===== src/rtl/ow_triplet_pkg.sv =====
// Package: shared types for the search triplet unit.
// Assumes: nothing beyond standard SystemVerilog.
package ow_triplet_pkg;

    localparam int STATUS_W = 3;

    // Sequencer phases of one triplet step.
    typedef enum logic [1:0] {
        PH_IDLE = 2'd0,
        PH_RD_ID = 2'd1,
        PH_RD_CMP = 2'd2,
        PH_WR_DIR = 2'd3
    } phase_t;

    // Error code returned when no device answered.
    localparam logic [STATUS_W-1:0] STATUS_NODEV = 3'b011;

endpackage


===== src/rtl/ow_slot_engine.sv =====
// Module: ow_slot_engine
// Runs one time slot on an open-drain line. It pulls low for a short time
// (read or write-1) or a long time (write-0), samples the synchronised line
// at a fixed cycle and pulses slot_done in the last cycle of the slot.
// Assumes: go is issued only while idle or in the slot_done cycle;
// T_LOW1 < T_SAMPLE < T_LOW0 < T_SLOT.
module ow_slot_engine #(
    parameter int T_LOW1   = 6,
    parameter int T_LOW0   = 60,
    parameter int T_SAMPLE = 15,
    parameter int T_SLOT   = 70
) (
    input  logic clk,
    input  logic rst_n,
    input  logic go,
    input  logic wbit,
    input  logic bus_in,
    output logic pull_low,
    output logic slot_done,
    output logic rbit
);
    localparam int CW = $clog2(T_SLOT + 1);
    localparam logic [CW-1:0] LAST    = CW'(T_SLOT - 1);
    localparam logic [CW-1:0] SMP_AT  = CW'(T_SAMPLE - 1);
    localparam logic [CW-1:0] LOW1_C  = CW'(T_LOW1);
    localparam logic [CW-1:0] LOW0_C  = CW'(T_LOW0);

    logic          active;
    logic          wb_q;
    logic [CW-1:0] cnt;
    logic [1:0]    sync_q;

    // Two-flop synchroniser for the sensed line level.
    always_ff @(posedge clk) begin
        if (!rst_n) sync_q <= 2'b11;
        else        sync_q <= {sync_q[0], bus_in};
    end

    // Slot counter: restart on go, stop after the last cycle.
    always_ff @(posedge clk) begin
        if (!rst_n) begin
            active <= 1'b0;
            cnt    <= '0;
            wb_q   <= 1'b1;
        end else if (go) begin
            active <= 1'b1;
            cnt    <= '0;
            wb_q   <= wbit;
        end else if (active) begin
            if (cnt == LAST) active <= 1'b0;
            else             cnt    <= cnt + 1'b1;
        end
    end

    // Read sample taken at the fixed sample point.
    always_ff @(posedge clk) begin
        if (!rst_n)                         rbit <= 1'b1;
        else if (active && cnt == SMP_AT)   rbit <= sync_q[1];
    end

    // Line drive and end-of-slot strobe.
    always_comb begin
        pull_low  = active && (cnt < (wb_q ? LOW1_C : LOW0_C));
        slot_done = active && (cnt == LAST);
    end
endmodule


===== src/rtl/ow_triplet_ctrl.sv =====
// Module: ow_triplet_ctrl
// Sequences the two read slots and the optional direction write. It picks
// the direction and registers the status with a one-cycle done pulse.
// Assumes: slot_done and rbit come from ow_slot_engine; rbit is valid in
// the slot_done cycle.
module ow_triplet_ctrl
    import ow_triplet_pkg::*;
(
    input  logic                clk,
    input  logic                rst_n,
    input  logic                start,
    input  logic                pref_dir,
    input  logic                slot_done,
    input  logic                rbit,
    output logic                slot_go,
    output logic                slot_wbit,
    output logic                busy,
    output logic                done,
    output logic [STATUS_W-1:0] status
);
    phase_t ph;
    logic   pref_q;
    logic   id_q;
    logic   cmp_q;
    logic   dir_q;
    logic   dir_next;
    logic   no_dev;

    // Direction choice from the ID read and the complement read in flight.
    always_comb begin
        no_dev   = id_q & rbit;
        dir_next = (id_q ^ rbit) ? id_q : pref_q;
    end

    // Slot launch: a read slot on start and after the ID read, a write after the complement read.
    always_comb begin
        slot_go   = 1'b0;
        slot_wbit = 1'b1;
        case (ph)
            PH_IDLE:   slot_go = start;
            PH_RD_ID:  slot_go = slot_done;
            PH_RD_CMP: begin
                slot_go   = slot_done && !no_dev;
                slot_wbit = dir_next;
            end
            default:   slot_go = 1'b0;
        endcase
    end

    // Phase register, captured reads and registered status.
    always_ff @(posedge clk) begin
        if (!rst_n) begin
            ph     <= PH_IDLE;
            done   <= 1'b0;
            status <= '0;
            pref_q <= 1'b0;
            id_q   <= 1'b0;
            cmp_q  <= 1'b0;
            dir_q  <= 1'b0;
        end else begin
            done <= 1'b0;
            case (ph)
                PH_IDLE: if (start) begin
                    pref_q <= pref_dir;
                    ph     <= PH_RD_ID;
                end
                PH_RD_ID: if (slot_done) begin
                    id_q <= rbit;
                    ph   <= PH_RD_CMP;
                end
                PH_RD_CMP: if (slot_done) begin
                    cmp_q <= rbit;
                    if (no_dev) begin
                        status <= STATUS_NODEV;
                        done   <= 1'b1;
                        ph     <= PH_IDLE;
                    end else begin
                        dir_q <= dir_next;
                        ph    <= PH_WR_DIR;
                    end
                end
                PH_WR_DIR: if (slot_done) begin
                    status <= {dir_q, cmp_q, id_q};
                    done   <= 1'b1;
                    ph     <= PH_IDLE;
                end
                default: ph <= PH_IDLE;
            endcase
        end
    end

    // Busy while any phase other than idle is active.
    always_comb busy = (ph != PH_IDLE);
endmodule


===== src/rtl/ow_triplet_unit.sv =====
// Module: ow_triplet_unit (top)
// One search-step triplet on an open-drain line: read the ID bit, read the
// complement, write the chosen direction, report a 3-bit status.
// Assumes: external open-drain pad; bus_in is the sensed line level.
module ow_triplet_unit #(
    parameter int T_LOW1   = 6,
    parameter int T_LOW0   = 60,
    parameter int T_SAMPLE = 15,
    parameter int T_SLOT   = 70
) (
    input  logic       clk,
    input  logic       rst_n,
    input  logic       start,
    input  logic       pref_dir,
    input  logic       bus_in,
    output logic       bus_pull_low,
    output logic       busy,
    output logic       done,
    output logic [2:0] status
);
    logic slot_go;
    logic slot_wbit;
    logic slot_done;
    logic rbit;

    ow_slot_engine #(
        .T_LOW1  (T_LOW1),
        .T_LOW0  (T_LOW0),
        .T_SAMPLE(T_SAMPLE),
        .T_SLOT  (T_SLOT)
    ) u_slot (
        .clk      (clk),
        .rst_n    (rst_n),
        .go       (slot_go),
        .wbit     (slot_wbit),
        .bus_in   (bus_in),
        .pull_low (bus_pull_low),
        .slot_done(slot_done),
        .rbit     (rbit)
    );

    ow_triplet_ctrl u_ctrl (
        .clk      (clk),
        .rst_n    (rst_n),
        .start    (start),
        .pref_dir (pref_dir),
        .slot_done(slot_done),
        .rbit     (rbit),
        .slot_go  (slot_go),
        .slot_wbit(slot_wbit),
        .busy     (busy),
        .done     (done),
        .status   (status)
    );
endmodule


===== config.mk =====
export PLATFORM = sky130hd
export DESIGN_NAME = ow_triplet_unit
export DESIGN_NICKNAME = d
export VERILOG_FILES = /design/src/rtl/ow_triplet_pkg.sv /design/src/rtl/ow_slot_engine.sv /design/src/rtl/ow_triplet_ctrl.sv /design/src/rtl/ow_triplet_unit.sv
export SDC_FILE = /design/constraint.sdc
export NUM_CORES = 1
export LEC_CHECK = 0
export ABC_AREA = 0
export BUFFER_PORTS_ARGS = -buffer_cell sky130_fd_sc_hd__buf_2
export CAP_MARGIN = 20
export CORE_MARGIN = 4
export CORE_UTILIZATION = 25
export CTS_BUF_LIST = sky130_fd_sc_hd__clkbuf_16
export CTS_CLUSTER_DIAMETER = 100
export DETAILED_ROUTE_END_ITERATION = 8
export GPL_TIMING_DRIVEN = 0
export SYNTH_ARGS = -nofsm -noshare
export SYNTH_HDL_FRONTEND = slang
export SYNTH_SLANG_ARGS = --single-unit

===== constraint.sdc =====
create_clock -name clk -period 1.85 [get_ports clk]
set_input_delay 0.37 -clock clk [delete_from_list [all_inputs] [get_ports clk]]
set_output_delay 0.37 -clock clk [all_outputs]
set_load 0.01 [all_outputs]

==> impl_metrics.py <==
metrics = {
    "hold_path": {
        "timing.hold.worst_path_depth": 2,
        "min_to": "u_slot.sync_q[0]",
        "min_path_type": "in2reg",
        "hold_start": "bus_in",
    },
    "grt": {
        "grt_antenna_before_repair": 0,
        "groute.usage.overall": 0.0860,
        "first_global_vias": 852,
        "grt_pass1_wl_microns": 3720,
        "grt.overflow.total": 0,
        "largest_net_degree_at_the_start_of_global_routing": 14,
    },
    "flow_run": {
        "maxCapViolCount": 0,
    },
    "routing": {
        "wl_microns": 2180,
        "wl_met3_microns": 36,
        "top_layer_reached_by_signal_wires": "met4",
        "route.layer.met1.wl_microns": 1080,
        "drt.antenna.violating_nets": 0,
        "routed-via-count": 866,
        "route.detailed.vias_per_inst": 4.81,
        "drc": 0,
        "detailed_routing_iterations_pass_1": 4,
        "detailroute.wirelength.met2_microns": 1010,
        "initialDrtViolationCount": 61,
        "wirelength_per_cell_microns": 12.1,
    },
    "synth": {
        "synth_top_flop_cell": "dfxtp_1",
        "synth.area.top_cells": "dfxtp_1, ha_1, nand2_1",
        "synth_top_area_frac": 0.408,
        "netlist_top_cells_count": "dfxtp_1, nand2_1, nor2_1",
        "synth-edff-count": 0,
        "syn_inst": 116,
        "warnings_synthesis": 0,
        "synth_seq_area_share": 0.408,
        "post-synth-top-count-cell": "dfxtp_1",
        "async_reset_ff_frac": 0,
        "syn_nets": 128,
        "syn-cell-area_sq_um": 1080,
        "synth_cell_type_count": 41,
        "ys_seq_elements": 22,
        "postSynthAreaPerCell_sq_um": 9.31,
        "synth_area_leader_cell": "dfxtp_1",
    },
    "worst_setup_path": {
        "critical-path-slowest-cell": "dfxtp_4",
        "required_ns": 1.48,
        "setup.worst_path.start_class": "flop",
        "r2r_slack_ns": 0.20,
        "worst_path_cell_trace": "ha_4 -> a31oi_4 -> o21ai_1 -> nor4_1 -> buf_2",
        "worst-r2r-cell-count": 7,
        "timing.rr.start": "u_slot.cnt[1]",
        "rr_endpoint": "u_slot.cnt[3]",
        "critical_path.n_buffers_inverters": 1,
        "cp_max_fo": 5,
        "cp.arrival_ns": 1.40,
        "critical_path.max_stage_delay_ns": 0.39,
        "critical_path.top_delay_family": "flip-flops",
        "worst-setup-path-type": "reg2out",
        "critical_path.endpoint_type": "output port",
    },
    "clock_network": {
        "ctsHtreeMaxLevel": 1,
        "clkLatencyLatePin_ns": 0.25,
        "cts_root_buf": "clkbuf_16",
        "cts_tree": "built",
        "cts.sinks": 22,
        "cts-buffers-inserted": 3,
        "post_cts_hold_buffer_count": 0,
        "clk_path_buf_depth": 2,
        "clkTransAtPathRegs_ns": 0.06,
    },
    "die": {
        "placement_rows": 23,
        "floorplan.initialDensity": 0.264,
        "die_height_microns": 73.7,
        "placeableCoreArea_sq_um": 4090,
        "die_width_microns": 73.7,
        "total_die_area_sq_um": 5430,
        "io_pins": 11,
    },
    "power": {
        "power.net_switching_mw": 0.226,
        "clkPwrFrac": 0.522,
        "power_leakage_nw": 0.532,
        "power_share_of_the_sequential_group": 0.421,
        "power_switching_share": 0.194,
        "max-vdd-ir-drop_mv": 0.319,
        "power_per_unit_of_standard_cell_area_nw_per_um2": 861,
        "power_after_layout_mw": 1.16,
        "pwr-share-comb": 0.056,
        "power_report.internal_total_mw": 0.937,
    },
    "place": {
        "numPortBuffers": 9,
        "gp_congestion": 0.774,
        "dpl.hpwl_microns": 1590,
    },
    "run_status": {
        "outcome": "complete, no violations",
    },
    "timing": {
        "hold_viol": 0,
        "rel_slew_slack": 0.705,
        "grt_setup_unrepaired": "no",
        "setup_viol": 0,
        "final_max_slew_viol_count": 0,
        "skew_ns": 0.000839,
        "finalHoldWorstSlack_ns": 0.297,
        "final_period_minus_worst_setup_slack_ns": 1.77,
        "setup_tns_ns": 0,
        "clock.fmax_mhz": 564,
        "worst_pin_slew_ns": 0.443,
        "timing.final.crit_share": 0.958,
    },
    "finish": {
        "fin_util": 0.330,
        "synthToLayoutAreaGrowth_pct": 25.0,
        "antennaDiodeCount": 0,
        "layout.filler_cells": 426,
        "layout-drive-gt1-share": 0.262,
        "nNetsFinal": 143,
    },
}
==> layer usage <==
metal / track usage / vias to the layer above
li1: - / 439
met1: 0.114 / 413
met2: 0.133 / 9
met3: 0.0123 / 5
met4: 0.0463 / 0
met5: 0 / -
==> worst max-delay path by stage <==
stage / startpoint / end / slack (ns) / cells past startpoint
floorplan: u_slot.cnt[3] / bus_pull_low / 0.27 / 4
global placement: u_slot.cnt[3] / bus_pull_low / 0.22 / 5
detailed placement: u_slot.cnt[3] / bus_pull_low / 0.20 / 5
CTS: u_slot.cnt[5] / bus_pull_low / 0.008 / 5
global route: u_slot.wb_q / bus_pull_low / 0.02 / 5
finish: u_slot.wb_q / bus_pull_low / 0.08 / 5
==> sequential cells by signal (all words and copies together) (netlist names) <==
register       cells
u_slot.cnt         7
u_ctrl.status      3
u_ctrl.ph          2
u_slot.sync_q      2
u_ctrl.cmp_q       1
u_ctrl.dir_q       1
u_ctrl.done        1
u_ctrl.id_q        1
u_ctrl.pref_q      1
u_slot.active      1
u_slot.rbit        1
u_slot.wb_q        1
==> repair_timing <==
item / in CTS / in global routing
setup buffers: 1 / 0
setup endpoints to repair: 1 / 1
pin swaps: 3 / 1
resized for setup: 6 / 4
==> cell families after synthesis <==
logic type                 Yosys count  share of synthesized area
AOI/OAI and AO/OA                   20                      0.151
adders and majority gates            7                     0.0811
DFF                                 22                      0.408
and+or+nand+nor                     50                      0.250
muxes                                4                     0.0371
buffers and inverters                9                     0.0405
xor gates and xnor gates             4                     0.0325
==> power groups by stage <==
stage               combinational [mW]  sequential, mW  clock (mW)
CTS                             0.0663           0.489       0.620
global route                    0.0739           0.490       0.640
finish                          0.0656           0.490       0.607
detailed placement              0.0656           0.503           0
floorplan                       0.0477           0.500           0
global placement                0.0631           0.502           0
==> area by class of cell <==
cell class	instances	area, sq um	area share
inverters	4	15.0	0.0111
well taps	50	62.6	0.0463
flip-flops and latches	22	450	0.334
clock inverters	1	30.0	0.0222
plain buffers	5	28.8	0.0213
multi-input cells	85	636	0.471
clock buffers	3	75.1	0.0556
repair buffers	10	52.6	0.0389
==> worst reg2reg max path, stage by stage, from the launching register on <==
cell and delay [ns]:
dfxtp_1 0.43, inv_1 0.07, ha_1 0.18, and3b_1 0.17
buf_6 0.13, and2_4 0.16, or3_1 0.32, a21oi_2 0.12
==> stage by stage <==
step | cell area (sq um) | setup WS [ns] | std cells
floorplan | 1080 | 0.268 | 116
global placement | 1190 | 0.219 | 175
detailed placement | 1190 | 0.199 | 175
CTS | 1320 | 0.00801 | 180
global route | 1350 | 0.0236 | 180
finish | 1350 | 0.0779 | 180
==> placed cells by master, fill, tap and decap left out, drive strengths merged <==
| cell | n |
|---|---|
| a211oi | 1 |
| a21boi | 3 |
| a21oi | 4 |
| a2bb2oi | 1 |
| a31o | 1 |
| a31oi | 2 |
| and2 | 2 |
| and3 | 2 |
| and3b | 1 |
| and4bb | 1 |
| buf | 12 |
| bufinv | 1 |
| clkbuf | 6 |
| dfxtp | 22 |
| ha | 7 |
| inv | 4 |
| mux2i | 4 |
| nand2 | 13 |
| nand2b | 3 |
| nand3 | 5 |
| nand4 | 3 |
| nand4b | 1 |
| nor2 | 12 |
| nor2b | 2 |
| nor3 | 1 |
| nor3b | 2 |
| nor4 | 1 |
| o211ai | 2 |
| o21ai | 2 |
| o221a | 2 |
| o311a | 1 |
| o31ai | 1 |
| or3 | 1 |
| xnor2 | 3 |
| xor2 | 1 |
Note: power is estimated with default switching activity, not from simulation.
